## src/rtl/vbc_pkg.sv

```systemverilog
package vbc_pkg;

    localparam int SAMPLE_W = 8;
    localparam int WEIGHT_W = 8;
    localparam int W_SHIFT  = 7;
    localparam int W_RND    = 1 << (W_SHIFT - 1);
    localparam int PHASES   = 16;
    localparam int PH_W     = $clog2(PHASES + 1);
    localparam int NCH      = 2;
    localparam int CH_LUMA  = 0;
    localparam logic [WEIGHT_W-1:0] W_FULL = WEIGHT_W'(1 << W_SHIFT);

    typedef logic [SAMPLE_W-1:0] sample_t;

    typedef struct packed {
        sample_t lo;
        sample_t hi;
        sample_t blank;
        sample_t syncw;
        sample_t pat;
    } chan_cfg_t;

    typedef enum logic {
        OUT_MIX  = 1'b0,
        OUT_SYNC = 1'b1
    } out_sel_t;

    // Raised-cosine weight over 16 phase steps, scaled so 128 means full video.
    function automatic logic [WEIGHT_W-1:0] cos_weight(input logic [PH_W-1:0] ph);
        logic [WEIGHT_W-1:0] w;
        case (ph)
            5'd0:    w = 8'd0;
            5'd1:    w = 8'd1;
            5'd2:    w = 8'd5;
            5'd3:    w = 8'd11;
            5'd4:    w = 8'd19;
            5'd5:    w = 8'd28;
            5'd6:    w = 8'd40;
            5'd7:    w = 8'd52;
            5'd8:    w = 8'd64;
            5'd9:    w = 8'd76;
            5'd10:   w = 8'd88;
            5'd11:   w = 8'd100;
            5'd12:   w = 8'd109;
            5'd13:   w = 8'd117;
            5'd14:   w = 8'd123;
            5'd15:   w = 8'd127;
            default: w = W_FULL;
        endcase
        return w;
    endfunction

    // Lower bound first, then upper bound; the upper bound wins on conflict.
    function automatic sample_t clip_sample(input sample_t v, input sample_t lo, input sample_t hi);
        sample_t r;
        r = (v < lo) ? lo : v;
        r = (r > hi) ? hi : r;
        return r;
    endfunction

    // base + round((vid - base) * w / 128), rounding via floor after +64.
    function automatic sample_t blend(input sample_t base, input sample_t vid,
                                      input logic [WEIGHT_W-1:0] w);
        logic signed [SAMPLE_W+1:0]          diff;
        logic signed [SAMPLE_W+WEIGHT_W+2:0] prod;
        int                                  step;
        diff = $signed({2'b00, vid}) - $signed({2'b00, base});
        prod = diff * $signed({1'b0, w});
        step = (int'(prod) + W_RND) >>> W_SHIFT;
        return sample_t'(int'(base) + step);
    endfunction

endpackage

```

## src/rtl/vbc_edge_shaper.sv

```systemverilog
module vbc_edge_shaper
    import vbc_pkg::*;
#(
    parameter int MAX_LEN = 16,
    parameter int LEN_W   = 5,
    localparam int POS_W  = $clog2(MAX_LEN + 1)
) (
    input  logic                clk,
    input  logic                rst,
    input  logic                adv,
    input  logic                active,
    input  logic [LEN_W-1:0]    len_in,
    output logic [WEIGHT_W-1:0] weight
);

    logic [POS_W-1:0] pos_q;
    logic [POS_W-1:0] len_eff;
    logic [POS_W-1:0] cur;
    logic [POS_W-1:0] nxt;
    logic [POS_W-1:0] pos_sel;
    logic [PH_W-1:0]  ph_tab [MAX_LEN+1][MAX_LEN+1];

    // Constant phase map: phase = floor(pos * PHASES / len).
    for (genvar gl = 0; gl <= MAX_LEN; gl++) begin : g_len
        for (genvar gk = 0; gk <= MAX_LEN; gk++) begin : g_pos
            if (gl == 0 || gk > gl) begin : g_unused
                assign ph_tab[gl][gk] = '0;
            end else begin : g_used
                assign ph_tab[gl][gk] = PH_W'((gk * PHASES) / gl);
            end
        end
    end

    assign len_eff = (int'(len_in) > MAX_LEN) ? POS_W'(MAX_LEN) : POS_W'(len_in);

    always_comb begin
        cur = (pos_q > len_eff) ? len_eff : pos_q;
        if (active) begin
            nxt = (cur < len_eff) ? cur + 1'b1 : cur;
        end else begin
            nxt = (cur != '0) ? cur - 1'b1 : cur;
        end
        pos_sel = adv ? nxt : cur;
        if (len_eff == '0) begin
            weight = active ? W_FULL : '0;
        end else begin
            weight = cos_weight(ph_tab[len_eff][pos_sel]);
        end
    end

    always_ff @(posedge clk) begin
        if (rst) begin
            pos_q <= '0;
        end else begin
            pos_q <= pos_sel;
        end
    end

    a_r5_pos_bound: assert property (@(posedge clk) disable iff (rst)
        int'(pos_q) <= MAX_LEN);

    a_r5_unit_step: assert property (@(posedge clk) disable iff (rst)
        (!$past(rst) && $stable(len_in)) |->
            (pos_q == $past(pos_q) || pos_q == $past(pos_q) + 1'b1 || pos_q + 1'b1 == $past(pos_q)));

endmodule

```

## src/rtl/vbc_channel.sv

```systemverilog
module vbc_channel
    import vbc_pkg::*;
(
    input  logic                clk,
    input  logic                rst,
    input  sample_t             vid_in,
    input  logic                sync_in,
    input  logic                pat_en,
    input  chan_cfg_t           cfg,
    input  logic [WEIGHT_W-1:0] weight,
    output sample_t             out_q
);

    sample_t  src;
    sample_t  clipped;
    sample_t  mixed;
    sample_t  out_d;
    sample_t  env_lo;
    sample_t  env_hi;
    out_sel_t sel;

    always_comb begin
        src     = pat_en ? cfg.pat : vid_in;
        clipped = clip_sample(src, cfg.lo, cfg.hi);
        mixed   = blend(cfg.blank, clipped, weight);
        sel     = sync_in ? OUT_SYNC : OUT_MIX;
        case (sel)
            OUT_SYNC: out_d = cfg.syncw;
            default:  out_d = mixed;
        endcase
        env_lo = (cfg.blank < cfg.lo) ? cfg.blank : cfg.lo;
        env_hi = (cfg.blank > cfg.hi) ? cfg.blank : cfg.hi;
    end

    always_ff @(posedge clk) begin
        if (rst) begin
            out_q <= '0;
        end else begin
            out_q <= out_d;
        end
    end

    a_r3_sync_word: assert property (@(posedge clk) disable iff (rst)
        (!$past(rst) && $past(sync_in)) |-> out_q == $past(cfg.syncw));

    a_r2_blank_level: assert property (@(posedge clk) disable iff (rst)
        (!$past(rst) && !$past(sync_in) && $past(weight) == '0) |-> out_q == $past(cfg.blank));

    a_r8_envelope: assert property (@(posedge clk) disable iff (rst)
        (!$past(rst) && !$past(sync_in) && $past(cfg.lo <= cfg.hi)) |->
            (out_q >= $past(env_lo) && out_q <= $past(env_hi)));

    a_r10_reset_out: assert property (@(posedge clk)
        $past(rst) |-> out_q == '0);

endmodule

```

## src/rtl/vid_blank_clip.sv

```systemverilog
module vid_blank_clip
    import vbc_pkg::*;
#(
    parameter int Y_MAX_LEN = 16,
    parameter int C_MAX_LEN = 8,
    localparam int YLW   = $clog2(Y_MAX_LEN + 1),
    localparam int CLW   = $clog2(C_MAX_LEN + 1),
    localparam int LEN_W = (YLW > CLW) ? YLW : CLW
) (
    input  logic           clk,
    input  logic           rst,
    input  logic [7:0]     luma_in,
    input  logic [7:0]     chroma_in,
    input  logic           active_in,
    input  logic           sync_in,
    input  logic           pattern_en,
    input  logic [7:0]     luma_lo,
    input  logic [7:0]     luma_hi,
    input  logic [7:0]     chroma_lo,
    input  logic [7:0]     chroma_hi,
    input  logic [7:0]     luma_blank,
    input  logic [7:0]     chroma_blank,
    input  logic [7:0]     luma_sync,
    input  logic [7:0]     chroma_sync,
    input  logic [7:0]     luma_pat,
    input  logic [7:0]     chroma_pat,
    input  logic [YLW-1:0] luma_edge_len,
    input  logic [CLW-1:0] chroma_edge_len,
    output logic [7:0]     luma_out,
    output logic [7:0]     chroma_out
);

    logic                pair_first_q;
    sample_t             vid_a    [NCH];
    chan_cfg_t           cfg_a    [NCH];
    logic [LEN_W-1:0]    len_a    [NCH];
    logic                adv_a    [NCH];
    logic [WEIGHT_W-1:0] weight_a [NCH];
    sample_t             out_a    [NCH];

    // Chroma pair phase: high on the first sample of each pair.
    always_ff @(posedge clk) begin
        if (rst) begin
            pair_first_q <= 1'b1;
        end else begin
            pair_first_q <= ~pair_first_q;
        end
    end

    assign vid_a[0] = luma_in;
    assign vid_a[1] = chroma_in;
    assign cfg_a[0] = '{lo: luma_lo, hi: luma_hi, blank: luma_blank,
                        syncw: luma_sync, pat: luma_pat};
    assign cfg_a[1] = '{lo: chroma_lo, hi: chroma_hi, blank: chroma_blank,
                        syncw: chroma_sync, pat: chroma_pat};
    assign len_a[0] = LEN_W'(luma_edge_len);
    assign len_a[1] = LEN_W'(chroma_edge_len);
    assign adv_a[0] = 1'b1;
    assign adv_a[1] = pair_first_q;

    for (genvar g = 0; g < NCH; g++) begin : g_ch
        localparam int MAXL = (g == CH_LUMA) ? Y_MAX_LEN : C_MAX_LEN;

        vbc_edge_shaper #(
            .MAX_LEN (MAXL),
            .LEN_W   (LEN_W)
        ) edge_i (
            .clk    (clk),
            .rst    (rst),
            .adv    (adv_a[g]),
            .active (active_in),
            .len_in (len_a[g]),
            .weight (weight_a[g])
        );

        vbc_channel chan_i (
            .clk     (clk),
            .rst     (rst),
            .vid_in  (vid_a[g]),
            .sync_in (sync_in),
            .pat_en  (pattern_en),
            .cfg     (cfg_a[g]),
            .weight  (weight_a[g]),
            .out_q   (out_a[g])
        );
    end

    assign luma_out   = out_a[0];
    assign chroma_out = out_a[1];

    a_r6_pair_toggle: assert property (@(posedge clk) disable iff (rst)
        !$past(rst) |-> pair_first_q != $past(pair_first_q));

endmodule

```

## config.mk

```make
export PLATFORM = sky130hd
export DESIGN_NAME = vid_blank_clip
export DESIGN_NICKNAME = d
export VERILOG_FILES = /design/src/rtl/vbc_pkg.sv /design/src/rtl/vbc_edge_shaper.sv /design/src/rtl/vbc_channel.sv /design/src/rtl/vid_blank_clip.sv
export SDC_FILE = /design/constraint.sdc
export NUM_CORES = 1
export LEC_CHECK = 0
export ABC_AREA = 1
export BUFFER_PORTS_ARGS = -buffer_cell sky130_fd_sc_hd__buf_2
export CAP_MARGIN = 20
export CELL_PAD_IN_SITES_DETAIL_PLACEMENT = 0
export CELL_PAD_IN_SITES_GLOBAL_PLACEMENT = 1
export CORE_MARGIN = 4
export CORE_UTILIZATION = 40
export DETAILED_ROUTE_END_ITERATION = 10
export PLACE_DENSITY_LB_ADDON = 0.25
export SETUP_SLACK_MARGIN = 0.3
export SLEW_MARGIN = 20
export SYNTH_ARGS = -nofsm -noshare
export SYNTH_HDL_FRONTEND = slang
export SYNTH_SLANG_ARGS = --single-unit
```

## constraint.sdc

```tcl
create_clock -name clk -period 10.3 [get_ports clk]
set_clock_uncertainty 0.15 [all_clocks]
set_input_delay 1.03 -clock clk [delete_from_list [all_inputs] [get_ports clk]]
set_output_delay 1.03 -clock clk [all_outputs]
set_load 0.01 [all_outputs]
```

==> impl_metrics.json <==
{
  "status": "finished, violations left",
  "multiInputGateArea_sq_mm": 0.0104,
  "via_count": 12400,
  "synth_ff_type": "dfxtp_1",
  "areaGrowthSynthToFinish_pct": 40.1,
  "synth-simple-area-share": 0.305,
  "synth.most_common_cell": "nand2_1",
  "final.setup.tns_ps": -144,
  "hold_viol": 0,
  "drv_cap": 0,
  "syn_area_sq_mm": 0.0114,
  "grt_max_degree": 21,
  "stdcell_area_sq_mm": 0.0159,
  "drive_above_1_share": 0.330,
  "antenna_found_initial": 1,
  "rsz0062_at_grt": "true",
  "cts_tree": "built",
  "synthXorXnorAreaFrac": 0.0431,
  "slew-limit-headroom": 0.496,
  "synth_area_leader_cell": "fa_1",
  "yosysTopAreaCellShare": 0.187,
  "ys_warn_count": 0,
  "synth_edf_count": 0,
  "setup_viol": 1,
  "wirelength_mm": 35.8,
  "period_needed_ps": 10440,
  "firstDrtPassIters": 5,
  "maxSlewViolCount": 0,
  "routedWlPerCell_um": 14.1,
  "synthTopCellsByArea": "fa_1, ha_1, nand2_1",
  "required_ps": 10340,
  "coreArea_sq_mm": 0.0279,
  "syn_nets": 2114,
  "dieWidth_um": 177,
  "grt_pass1_vias": 12400,
  "postRouteAntennaNets": 0,
  "max_freq_mhz": 95.7,
  "fp.dieArea_sq_mm": 0.0312,
  "cts_hold_buffers": 0,
  "synthArstFlopShare": 0,
  "die_y_um": 177,
  "synth_mux_area_frac": 0,
  "htree_levels": 1,
  "ys_seq_area_frac": 0.0458,
  "clock_sinks": 26,
  "cp.arrival_ps": 10480,
  "register_area_sq_um": 520,
  "synth_seq_cells": 26,
  "cts_inserted_buffers": 3,
  "critPathCaptureType": "register",
  "routabilityCongestion": 0.902,
  "worstHoldPathType": "register to register",
  "syn_avg_cell_area_sq_um": 6.57,
  "io_buffers": 125,
  "synth_compound_area_frac": 0.109,
  "critPathKind": "input pin to register",
  "syn_inst": 1732,
  "critPathMaxStageDelay_ps": 540,
  "synth_commonest_cells": "nand2_1, inv_1, nor2_1, ha_1, nand3_1",
  "fin_ws_ps": -144,
  "gr-total-overflow": 0,
  "synth_top_family_by_area": "adder cells",
  "grt_usage": 0.225,
  "drtIter0Drc": 673,
  "final_nets": 2538,
  "fp-row-count": 61,
  "synth_fa_ha_area_frac": 0.369,
  "cp-start-kind": "input pin",
  "cts_buffer_depth": 2,
  "clk_pin_slew_ps": 90,
  "grt_pass1_wl_mm": 58.5,
  "synth_cell_type_count": 49,
  "dp_hpwl_mm": 29.9,
  "fillers": 2716,
  "critPathMostFrequentCell": "nand2_2",
  "drc": 0,
  "initial_core_util": 0.407,
  "cpMaxStageDelayCell": "fa_1",
  "path_max_fanout": 8,
  "tightestPinTransition_ps": 751,
  "vias_per_cell": 4.88,
  "place_worst_setup_slack_ps": -986,
  "worst_skew_pair.late_latency_ps": 290,
  "violations": "setup timing",
  "placed_area_sq_mm": 0.0147,
  "finalCritPeriodShare": 1.01,
  "clock_tree.root_cell": "clkbuf_16",
  "ios": 126
}
[final cells by class]
type,instances,share of cell area
multi-input cells,1340,0.654
repair buffers,450,0.197
inverters,335,0.0797
flip-flops and latches,26,0.0327
well taps,378,0.0297
clock buffers,3,0.00471
clock inverters,1,0.00188
diodes,1,0.000157
[layer usage]
layer,GRT usage,routed length (um),vias up
met1,0.296,16000,5805
met2,0.403,17800,232
met5,0,0,-
met4,0.0609,1020,0
li1,-,-,6266
met3,0.00876,996,67
[worst max-delay path: cells and delay by family]
family,cells,cell delay (ps)
compound gates,18,2560
xor+xnor,5,880
fa+ha+maj,10,3620
buf+inv,11,880
simple gates,19,1500
[registers in the layout (all words and copies together), names as in the netlist]
register,count
g_ch.chan_i.out_q,16
g_ch.edge_i.pos_q,9
pair_first_q,1
[worst paths after layout]
kind | depth (start not counted) | to | startpoint | slack [ps]
hold / removal | 1 | pair_first_q | pair_first_q | 290
hold reg to reg | 1 | pair_first_q | pair_first_q | 290
setup / recovery | 63 | g_ch[1].chan_i.out_q[7] | pattern_en | -140
setup reg to reg | 61 | g_ch[1].chan_i.out_q[7] | g_ch[1].edge_i.pos_q[3] | 740
[what timing repair did]
action	CTS	global route
buffers inserted	15	13
pin swaps	79	94
gates cloned	3	0
setup endpoints to repair	6	13
resized for setup	98	118
[cell usage in the layout (no fill, tap or decap), types with 6 or more instances in the layout]
cell and count:
a21oi_1 50, a21oi_2 22, buf_2 123, buf_4 313
buf_6 12, dfxtp_1 26, fa_1 100, fa_2 6
ha_1 134, ha_4 29, inv_1 296, inv_2 35
nand2_1 357, nand2_2 50, nand2_4 9, nand3_1 107
nand3_2 18, nand3b_1 8, nand4_1 11, nor2_1 189
nor2_2 12, nor2_4 7, nor3_1 6, o21ai_0 62
o21ai_1 28, o21ai_2 12, o21ai_4 9, xnor2_1 16
xor2_1 30, xor2_2 9
[stage by stage]
stage	instances	utilization	hold WS [ps]
final	2534	0.571	289
after global routing	2534	0.571	303
after detailed placement	2498	0.526	265
after floorplan	1732	-	239
after global placement	2498	0.526	269
after CTS	2520	0.548	289
[cells by family (layout without fill, tap and decap cells)]
family,count (synthesis),after routing
simple gates,791,791
buf+inv,368,789
fa+ha+maj,272,272
compound gates,219,221
xor+xnor,56,56
flops,26,26
other cells,0,1
Power is left out: the tool's default activity adds up to more than one toggle a clock period on the data nets, which glitch-free logic cannot reach.
